===== config.mk =====
export PLATFORM = sky130hd
export DESIGN_NAME = evt_tally
export DESIGN_NICKNAME = d
export VERILOG_FILES = /design/src/rtl/evt_tally.sv
export SDC_FILE = /design/constraint.sdc
export NUM_CORES = 1
export LEC_CHECK = 0
export BUFFER_PORTS_ARGS = -buffer_cell sky130_fd_sc_hd__buf_2
export CAP_MARGIN = 25
export CORE_MARGIN = 2
export CORE_UTILIZATION = 32
export DETAILED_ROUTE_END_ITERATION = 10
export PLACE_DENSITY = 0.74
export SKIP_CTS_REPAIR_TIMING = 1
export SYNTH_ARGS = -nofsm -noshare
export SYNTH_HDL_FRONTEND = slang
export SYNTH_SLANG_ARGS = --single-unit

===== constraint.sdc =====
create_clock -name clk -period 1.2 [get_ports clk]
set_input_delay 0.3 -clock clk [delete_from_list [all_inputs] [get_ports clk]]
set_output_delay 0.3 -clock clk [all_outputs]
set_load 0.02 [all_outputs]

===== src/rtl/evt_tally.sv =====
module evt_tally #(
  parameter int CNT_W    = 6,
  parameter int WORD_W   = 32,
  parameter int DONE_LSB = 0,
  parameter int ACT_POS  = 8,
  parameter int PROC_LSB = 16
) (
  input  logic              clk,
  input  logic              rst_n,
  input  logic              evt_i,
  input  logic              wr_en_i,
  input  logic [WORD_W-1:0] wr_data_i,
  output logic [WORD_W-1:0] rd_data_o,
  output logic              irq_o
);

  localparam int DONE_MSB = DONE_LSB + CNT_W - 1;
  localparam int PROC_MSB = PROC_LSB + CNT_W - 1;

  logic [CNT_W-1:0] done_q;
  logic [CNT_W-1:0] proc_q;
  logic             act_q;
  logic             ack_clr;

  assign ack_clr = wr_en_i & ~wr_data_i[ACT_POS];

  always_ff @(posedge clk or negedge rst_n) begin
    if (!rst_n) begin
      done_q <= '0;
      proc_q <= '0;
      act_q  <= 1'b0;
    end else begin
      if (evt_i)   done_q <= done_q + 1'b1;
      if (wr_en_i) proc_q <= wr_data_i[PROC_MSB:PROC_LSB];
      act_q <= evt_i | (act_q & ~ack_clr);
    end
  end

  always_comb begin
    rd_data_o                    = '0;
    rd_data_o[DONE_MSB:DONE_LSB] = done_q;
    rd_data_o[ACT_POS]           = act_q;
    rd_data_o[PROC_MSB:PROC_LSB] = proc_q;
  end

  assign irq_o = (done_q != proc_q) | act_q;

endmodule


# [After elaboration in Yosys (flattened, before gate mapping)]
# Cells that the tools add are included.
[totals] regBits=13 wordCells=11
[op_classes] eq_ne=1 n_bitwise=6 addsub=1
[op_table] cell="6-bit by 1-bit adder with 6-bit output (second input constant)" n=1
[op_table] cell="6-bit != test" n=1
[op_table] cell="1-bit bitwise AND" n=2
[op_table] cell="1-bit NOT" n=2
[op_table] cell="1-bit OR" n=2

# [Depth between registers and ports, before layout]
# Gate-level depths: netlist (run 1).
[depth] word_depth=5 ltp_mapped=3 ltp_nobuf=3

# [Worst setup path before layout (run 1)]
# No wires, ideal clock.
[synth_timing] path_kind="flip-flop to output port" start="register done_q[1]" end="output irq_o" stages_incl_launch_ff=4 t_required_ns=0.900 n_path_buf=0 arrival_time_ns=1.166 slack_ns=-0.266 path_cell_list="dfrtp_1 xor2_1 nor4_1 nand4_1"
[synth_via] elab_chain_len=2
[synth_rtl] item="from (decl)" line="20" rtl="logic [CNT_W-1:0] done_q;"
[synth_rtl] item="from (signal assigned)" line="33" rtl="if (evt_i) done_q <= done_q + 1'b1;"
[synth_rtl] item="6-bit != test" line="46" rtl="assign irq_o = (done_q != proc_q) | act_q;"
[synth_rtl] item="1-bit OR" line="46"
[synth_rtl] item="to (decl)" line="14" rtl="output logic irq_o"
# No other way between the ends.

# [Worst setup path in the final report (run 1)]
[layout_timing] start="register proc_q[1]" end="output irq_o"
[layout_via] elab_chain_len=2
[layout_rtl] item="from (decl)" line="21" rtl="logic [CNT_W-1:0] proc_q;"
[layout_rtl] item="from (signal assigned)" line="34" rtl="if (wr_en_i) proc_q <= wr_data_i[PROC_MSB:PROC_LSB];"
[layout_rtl] item="6-bit != test" line="46"
[layout_rtl] item="1-bit OR" line="46"
# No other way between the ends.

==> summary.md, run 1 <==
| Metric | Value |
|---|---|
| Final wirelength | `1400 um` |
| Worst r2r src | `done_q[1]$_DFFE_PN0P_` |
| Starting density of the core | `0.334` |
| Hold Fails Final Rpt | `0` |
| RSZ-0062 raised after global routing | `true` |
| Detailed-route DRC error count | `0` |
| Hold_ws | `0.251 ns` |
| R2r setup slk | `0.05 ns` |
| Sequential area share after synthesis | `0.444` |
| Core Box Area | `0.00219 mm2` |
| CTS Buf Count | `3` |
| Yosys warnings | `0` |
| Port Buffer Count | `24` |
| Critical path cell sequence | `xor2_1 -> nor4_2 -> nand4_1 -> buf_2` |
| Post-route cell area | `0.00106 mm2` |
| CP peak stage delay | `0.41 ns` |
| Yosys top cell area share | `0.444` |
| CP Capture Type | `output pin` |
| CP max stage cell | `dfrtp_2` |
| I/O Pins | `69` |
| Syn Std Cell Area | `732 um2` |
| Main combinational cell family by area after synthesis | `buffers and inverters` |
| Int Pwr | `1.42 mW` |
| Reg2Reg Depth | `3` |
| Clock share of power | `0.116` |
| Post-synth top area cell | `dfrtp_1` |
| Critical Path RT | `0.90 ns` |
| Max Cap Viol | `0` |
| WL/cell | `10.6 um` |
| Minimum clock period | `1.81 ns` |
| Startpoint types | `register` |
| Syn Inst Count | `63` |
| Share of cells above drive strength 1 | `0.548` |
| Number of library cell types mapped by synthesis | `15` |
| Mean Syn Cell Area | `11.6 um2` |
| Sequential power share | `0.303` |
| Drt first pass iters | `2` |
| Comb pwr share | `0.581` |
| Slew Viols, Final | `0` |
| Switching part of the total | `0.371` |
| Initial antenna violation count | `0` |
| Max H-tree Level | `1` |
| N_diodes | `0` |
| Hold_sp | `wr_data_i[16]` |
| Layout area overhead | `44.4%` |
| Min-Delay Path Depth | `2` |
| Fmax | `553 MHz` |
| FF-to-FF End | `done_q[1]$_DFFE_PN0P_` |
| Pin count of the biggest net entering global routing | `14` |
| Synth Area in Simple Gates | `0.0701` |
| Max clock buf depth | `2` |
| Post-Synth XOR/XNOR Area | `0.132` |
| Synth Area in Compound Gates | `0.0120` |
| Die area | `0.00269 mm2` |
| Die Height | `51.8 um` |
| Worst Path Max Fanout | `2` |
| Total GRT Usage | `0.0986` |
| Worst hold endpoint | `proc_q[0]$_DFFE_PN0P_` |
| CTS tree | `done` |
| Final Core Density | `0.483` |
| Vias per cell | `4.11` |
| Setup ws final | `-0.608 ns` |
| Initial DRC Count | `1` |
| Clk_skew | `0.00462 ns` |
| Fin crit share | `1.51` |
| Post-DP Area | `871 um2` |
| Yosys reg bits | `13` |
| Setup Viol. Count Final | `10` |
| Vias in the first global route | `432` |
| First-pass GRT wire length | `1940 um` |
| Final GP Congestion | `0.732` |
| Total power | `2.26 mW` |
| Failing checks | `setup timing` |
| Hold crit path type | `in -> reg` |
| Path type of the worst setup path | `reg -> out` |
| Clock Latency Late Sink | `0.27 ns` |
| Finished Layout Cells | `132` |
| CP arrival | `1.51 ns` |
| Grt total ovfl | `0` |
| Post-synthesis mux area share | `0.108` |
| Clock root cell | `clkbuf_4` |
| Die width | `51.8 um` |
| Final nets | `142` |
| LEAKAGE | `0.518 nW` |
| Adder-Cell Fraction of Synth Area | `0.0171` |
| Row count | `17` |
| Via Count | `542` |
| Status | `complete, but fails checks` |
| PwrDens | `2140 mW/mm2` |
| Main area contributors after synthesis | `dfrtp_1 (44%), buf_4 (21%), mux2_2 (11%), xnor2_1 (7.2%), xor2_1 (6.0%)` |
| Final antenna-violating net count | `0` |
| Placed Cells | `121` |
| Num Clock Sinks | `13` |
| Clock slew seen by the registers of the worst setup and hold paths | `0.08 ns` |
| VDD IR-drop max | `1.19 mV` |
| Sw Pwr | `0.838 mW` |
power by group through the flow:
stage / logic (mW) / registers, mW / clock network (mW)
2_1_floorplan: 0.371 / 0.896 / 0
3_3_place_gp: 0.883 / 0.673 / 0
3_5_place_dp: 0.905 / 0.680 / 0
4_1_cts: 0.907 / 0.671 / 0.270
5_1_grt: 1.42 / 0.702 / 0.297
6_report: 1.31 / 0.686 / 0.262
Yosys cell counts:
| master | n |
|---|---|
| nand4_1 | 2 |
| dfrtp_1 | 13 |
| nor2_2 | 1 |
| ha_1 | 1 |
| buf_2 | 1 |
| nor4_1 | 1 |
| nand2b_1 | 1 |
| conb_1 | 1 |
| xor2_1 | 5 |
| a21o_2 | 1 |
| xnor2_1 | 6 |
| nand4_2 | 1 |
| mux2_2 | 7 |
| nand2_1 | 2 |
| buf_4 | 20 |
cell families (layout without fill, tap and decap cells):
family / Yosys count / after routing
DFF: 13 / 13
and+or+nand+nor: 8 / 8
buffers and inverters: 21 / 44
AOI/OAI and AO/OA: 1 / 1
muxes: 7 / 7
other: 1 / 19
adders and majority gates: 1 / 1
xor gates and xnor gates: 11 / 11
per-stage QoR:
stage,setup slack (ns),TNS (ns)
floorplan,-0.211,-0.211
global placement,-0.294,-0.294
detailed placement,-0.372,-0.374
CTS,-0.694,-1.38
global route,-0.651,-1.44
finish,-0.608,-1.04
flip-flops by register name, indices dropped and copies added, names as in the netlist:
| signal | cells |
|---|---|
| proc_q | 6 |
| done_q | 6 |
| act_q | 1 |
worst max-delay path by stage:
stage | startpoint | to | slack [ns] | cells past startpoint
after floorplan | done_q[1]$_DFFE_PN0P_ | irq_o | -0.21 | 3
after global placement | proc_q[1]$_DFFE_PN0P_ | irq_o | -0.29 | 4
after detailed placement | proc_q[1]$_DFFE_PN0P_ | irq_o | -0.37 | 4
after CTS | proc_q[1]$_DFFE_PN0P_ | irq_o | -0.69 | 4
after global routing | proc_q[1]$_DFFE_PN0P_ | irq_o | -0.65 | 4
final | proc_q[1]$_DFFE_PN0P_ | irq_o | -0.61 | 4
worst max-delay path: cells and delay by family, from the launching register on:
kind,cells,cell delay [ns]
and+or+nand+nor,2,0.48
DFF,1,0.41
buffers and inverters,1,0.19
xor gates and xnor gates,1,0.16
area by class of cell:
type                    count  area, um2
clock buffers               4       26.3
fillers                   203       1130
multi-input cells          47        342
flip-flops and latches     13        329
well taps                  28       35.0
repair buffers             40        325
routing by layer:
metal / track usage / wire length [um] / up-vias
li1: - / - / 250
met1: 0.122 / 551 / 259
met2: 0.169 / 737 / 33
met3: 0.0431 / 111 / 0
met4: 0 / 0 / 0
met5: 0 / 0 / -
layout by cell type, fill, tap and decap left out, types with 3 or more instances in the layout:
| master | netlist | routed |
|---|---|---|
| xor2_1 | 5 | 5 |
| buf_6 | 0 | 16 |
| conb_1 | 1 | 19 |
| dfrtp_1 | 13 | 10 |
| xnor2_1 | 6 | 6 |
| dfrtp_2 | 0 | 3 |
| clkbuf_4 | 0 | 3 |
| buf_4 | 20 | 8 |
| buf_2 | 1 | 15 |
| mux2_2 | 7 | 6 |
(Power assumes the default switching activity.)
==> run 2: changes to the inputs <==
--- a/config.mk
+++ b/config.mk
@@ -10,7 +10,7 @@
 export CORE_MARGIN = 2
 export CORE_UTILIZATION = 32
 export DETAILED_ROUTE_END_ITERATION = 10
-export PLACE_DENSITY = 0.74
+export PLACE_DENSITY = 0.83
 export SKIP_CTS_REPAIR_TIMING = 1
 export SYNTH_ARGS = -nofsm -noshare
 export SYNTH_HDL_FRONTEND = slang
==> run 2 against run 1 <==
The run still ends with setup timing left; fmax grew 1.8%; total power up 1.8%; count of clock-buffer cells in the layout stayed put; critical path type unchanged; largest cell class unchanged; largest power group unchanged; highest routed layer is now met4.
==> summary.md, run 2 (synthesis gave the netlist of run 1 again) <==
| Metric | Value |
|---|---|
| Status | `complete, but fails checks` |
| Failing checks | `setup timing` |
| Regs by FF count | `done_q x6, proc_q x6, act_q x1` |
| Total power | `2.30 mW` |
| Fin crit share | `1.48` |
| Most common cell after layout, fill and taps aside | `conb_1` |
| Port Buffer Count | `24` |
| Final wirelength | `1380 um` |
| Switching part of the total | `0.370` |
| Int Pwr | `1.45 mW` |
| Starting density of the core | `0.334` |
| Row count | `17` |
| Detailed-route DRC error count | `0` |
| Initial DRC Count | `3` |
| Pin count of the biggest net entering global routing | `14` |
| Critical Path RT | `0.90 ns` |
| DP Worst Slack | `-0.317 ns` |
| N_diodes | `0` |
| Drt first pass iters | `3` |
| Setup Viol. Count Final | `11` |
| FF-to-FF End | `done_q[1]$_DFFE_PN0P_` |
| Worst hold endpoint | `proc_q[0]$_DFFE_PN0P_` |
| CP max stage cell | `dfrtp_2` |
| Clk_skew | `0.00542 ns` |
| Sw Pwr | `0.851 mW` |
| PwrDens | `2150 mW/mm2` |
| Vias in the first global route | `452` |
| Layout area overhead | `46.0%` |
| Start point of the critical path | `proc_q[1]$_DFFE_PN0P_` |
| First-pass GRT wire length | `1930 um` |
| Die width | `51.8 um` |
| Post-route cell area | `0.00107 mm2` |
| RSZ-0062 raised after global routing | `true` |
| Slew Viols, Final | `0` |
| Core Box Area | `0.00219 mm2` |
| Hold_sp | `wr_data_i[16]` |
| Die Height | `51.8 um` |
| Clock slew seen by the registers of the worst setup and hold paths | `0.08 ns` |
| Startpoint types | `register` |
| Comb pwr share | `0.584` |
| Setup ws final | `-0.576 ns` |
| Max clock buf depth | `2` |
| CP peak stage delay | `0.41 ns` |
| Dpl hpwl | `1010 um` |
| Vias per cell | `3.99` |
| Max Cap Viol | `0` |
| Critical path cell sequence | `xor2_1 -> nor4_2 -> nand4_1 -> buf_2` |
| Grt total ovfl | `0` |
| Total GRT Usage | `0.0999` |
| Final nets | `141` |
| Clock root cell | `clkbuf_4` |
| Min-Delay Path Depth | `2` |
| Initial antenna violation count | `0` |
| Fmax | `563 MHz` |
| Via Count | `523` |
| I/O Pins | `69` |
| Path type of the worst setup path | `reg -> out` |
| Num Clock Sinks | `13` |
| LEAKAGE | `0.514 nW` |
| CP Capture Type | `output pin` |
| Clock share of power | `0.115` |
| Most frequent cells in the layout | `conb_1 (19), buf_6 (18), buf_2 (14), dfrtp_1 (10)` |
| Die area | `0.00269 mm2` |
| Worst r2r src | `done_q[1]$_DFFE_PN0P_` |
| WL/cell | `10.5 um` |
| Minimum clock period | `1.78 ns` |
| R2r setup slk | `-0.02 ns` |
| Sequential power share | `0.301` |
| Share of cells above drive strength 1 | `0.544` |
| Reg2Reg Depth | `4` |
| Clock Latency Late Sink | `0.28 ns` |
| CTS tree | `done` |
| Worst Path Max Fanout | `2` |
| Hold Fails Final Rpt | `0` |
| CTS Buf Count | `3` |
| Final GP Congestion | `0.708` |
| CP arrival | `1.48 ns` |
| Post-DP Area | `871 um2` |
| VDD IR-drop max | `1.62 mV` |
| Hold crit path type | `in -> reg` |
| Final antenna-violating net count | `0` |
| Max H-tree Level | `1` |
[run 2: area by class of cell]
cell class,instances,area [um2]
Clock buffer,4,26.3
Fill cell,204,1120
Multi-Input combinational cell,47,350
Sequential cell,13,329
Tap cell,28,35.0
Timing Repair Buffer,39,328
[run 2: power groups by stage]
| stage | Combinational (mW) | Sequential [mW] | Clock, mW |
|---|---|---|---|
| floorplan | 0.371 | 0.896 | 0 |
| global placement | 0.878 | 0.676 | 0 |
| detailed placement | 0.900 | 0.683 | 0 |
| CTS | 0.902 | 0.674 | 0.270 |
| global route | 1.45 | 0.711 | 0.299 |
| finish | 1.34 | 0.692 | 0.266 |
[run 2: how the worst max path moves through the flow]
stage,cells after the start,slack [ns],to
after floorplan,3,-0.21,irq_o
after global placement,4,-0.29,irq_o
after detailed placement,4,-0.32,irq_o
after CTS,4,-0.62,irq_o
after global routing,4,-0.65,irq_o
final,4,-0.58,irq_o
[run 2: per-stage QoR]
stage	cells	util	setup TNS, ns	hold WS [ns]
after floorplan	81	-	-0.211	0.00441
after global placement	121	0.397	-0.294	0.196
after detailed placement	121	0.397	-0.322	0.200
after CTS	125	0.409	-1.33	-0.0976
after global routing	131	0.488	-1.52	0.245
final	131	0.488	-1.05	0.250
[run 2: critical path, delay by kind of cell, from the launching register on]
kind / cells / cell delay (ns)
buf+inv: 1 / 0.18
simple gates: 2 / 0.44
xor+xnor: 1 / 0.17
flops: 1 / 0.41
[run 2: routing by layer]
| metal | GRT usage | share of wire | wire length, um |
|---|---|---|---|
| met5 | 0 | 0 | 0 |
| met4 | 0.0132 | 0.018 | 25 |
| met3 | 0.0517 | 0.097 | 134 |
| met2 | 0.169 | 0.48 | 661 |
| met1 | 0.115 | 0.41 | 559 |
==> run 3: changes to the inputs <==
--- a/config.mk
+++ b/config.mk
@@ -8,9 +8,9 @@
 export BUFFER_PORTS_ARGS = -buffer_cell sky130_fd_sc_hd__buf_2
 export CAP_MARGIN = 25
 export CORE_MARGIN = 2
-export CORE_UTILIZATION = 32
+export CORE_UTILIZATION = 30
 export DETAILED_ROUTE_END_ITERATION = 10
-export PLACE_DENSITY = 0.83
+export PLACE_DENSITY = 0.79
 export SKIP_CTS_REPAIR_TIMING = 1
 export SYNTH_ARGS = -nofsm -noshare
 export SYNTH_HDL_FRONTEND = slang
==> run 3 against run 2 <==
The run still ends with setup timing left; sequential power down 1%; sequential cell count unchanged; combinational power down 7%; cell area down 2.9%; non-clock buffer count down 2; setup slack better by 0.039 ns; wire length about the same; global-route usage down 0.63 points; cell count down 1.5%.
==> summary.md, run 3 (synthesis gave the netlist of run 1 again) <==
| Metric | Value |
|---|---|
| Vias in the first global route | `449` |
| RSZ-0062 raised after global routing | `true` |
| Path type of the worst setup path | `reg -> out` |
| Hold_sp | `wr_data_i[17]` |
| Worst r2r src | `done_q[1]$_DFFE_PN0P_` |
| CP Capture Type | `output pin` |
| Setup ws final | `-0.537 ns` |
| Met3 Routed Length | `103 um` |
| Port Buffer Count | `24` |
| Setup Viol. Count Final | `11` |
| Fmax | `576 MHz` |
| Initial DRC Count | `1` |
| Highest Signal Layer | `met3` |
| Drt first pass iters | `3` |
| Starting density of the core | `0.325` |
| Worst Path Max Fanout | `2` |
| Die Height | `53.4 um` |
| Slew Viols, Final | `0` |
| Start point of the critical path | `proc_q[1]$_DFFE_PN0P_` |
| Total GRT Usage | `0.0935` |
| CP peak stage delay | `0.41 ns` |
| Layout area overhead | `41.7%` |
| Hold crit path type | `in -> reg` |
| Startpoint types | `register` |
| Die width | `53.4 um` |
| Core Box Area | `0.00225 mm2` |
| PwrDens | `2120 mW/mm2` |
| Num Clock Sinks | `13` |
| Via Count | `510` |
| VDD IR-drop max | `0.923 mV` |
| CTS Buf Count | `3` |
| Row count | `17` |
| CP max stage cell | `dfrtp_2` |
| Fin crit share | `1.45` |
| CP arrival | `1.44 ns` |
| Max H-tree Level | `1` |
| Pin count of the biggest net entering global routing | `14` |
| Dpl hpwl | `1050 um` |
| I/O Pins | `69` |
| Area of the multi-input gates | `338 um2` |
| Regs by FF count | `done_q x6, proc_q x6, act_q x1` |
| Grt total ovfl | `0` |
| LEAKAGE | `0.500 nW` |
| Final nets | `139` |
| Vias per cell | `3.95` |
| Most frequent cells in the layout | `conb_1 (19), buf_6 (17), buf_2 (14), dfrtp_1 (10), mux2_2 (7)` |
| Hold Fails Final Rpt | `0` |
| Clk_skew | `0.00369 ns` |
| Minimum clock period | `1.74 ns` |
| Storage element area | `329 um2` |
| Max Cap Viol | `0` |
| Final GP Congestion | `0.699` |
| WL/cell | `10.7 um` |
| Final antenna-violating net count | `0` |
| Fillers | `225` |
| Detailed-route DRC error count | `0` |
| Total power | `2.20 mW` |
| CTS tree | `done` |
| Final Core Density | `0.460` |
| Wire length on met2 | `667 um` |
| Die area | `0.00285 mm2` |
| Clock slew seen by the registers of the worst setup and hold paths | `0.08 ns` |
| Initial antenna violation count | `0` |
| Max clock buf depth | `2` |
| Critical Path RT | `0.90 ns` |
| Final wirelength | `1380 um` |
| N_diodes | `0` |
| Most common cell after layout, fill and taps aside | `conb_1` |
| Failing checks | `setup timing` |
| Status | `complete, but fails checks` |
| Clock root cell | `clkbuf_4` |
| First-pass GRT wire length | `1930 um` |
| Wl on met1 | `609 um` |
| Critical path cell sequence | `xor2_1 -> nor4_2 -> nand4_1 -> buf_2` |
| Share of cells above drive strength 1 | `0.535` |
| Clock Latency Late Sink | `0.27 ns` |
==> run 3: power by group <==
| part | switching, mW | leakage (nW) | internal [mW] |
|---|---|---|---|
| combinational | 0.577 | 0.336 | 0.667 |
| sequential | 0.110 | 0.149 | 0.574 |
| clock | 0.142 | 0.0150 | 0.129 |
==> run 3: metal layers <==
layer | vias to the layer above | GRT usage
met5 | - | 0
met1 | 241 | 0.115
met3 | 0 | 0.0226
met2 | 28 | 0.154
li1 | 241 | -
met4 | 0 | 0.0385
==> run 3: stage by stage <==
step | setup TNS [ns] | setup WS [ns] | cells | hold slack [ns] | area, um2
final | -0.907 | -0.537 | 129 | 0.256 | 1040
after global routing | -1.36 | -0.664 | 129 | 0.243 | 1040
after CTS | -1.34 | -0.589 | 126 | -0.0894 | 905
after detailed placement | -0.285 | -0.285 | 122 | 0.208 | 878
after global placement | -0.293 | -0.293 | 122 | 0.196 | 878
after floorplan | -0.211 | -0.211 | 81 | 0.00441 | 803
==> run 3: area by class of cell <==
cell class / count / area share
clock buffers: 4 / 0.0253
repair buffers: 37 / 0.298
well taps: 28 / 0.0338
multi-input cells: 47 / 0.326
flip-flops and latches: 13 / 0.317
==> run 3: critical path, delay by kind of cell (launching register included) <==
kind | cells | cell delay, ns
XOR/XNOR | 1 | 0.17
buffers and inverters | 1 | 0.18
flip-flops | 1 | 0.41
AND/OR/NAND/NOR | 2 | 0.40
==> run 3: path summary, 6_finish.rpt <==
path | to | slack, ns | depth (start not counted)
max | irq_o | -0.54 | 4
min in group asynchronous | done_q[0]$_DFFE_PN0P_ | 0.44 | 2
min reg2reg | proc_q[5]$_DFFE_PN0P_ | 0.57 | 1
min | proc_q[1]$_DFFE_PN0P_ | 0.26 | 2
max in group asynchronous | done_q[1]$_DFFE_PN0P_ | 0.50 | 2
max reg2reg | done_q[1]$_DFFE_PN0P_ | 0.05 | 3
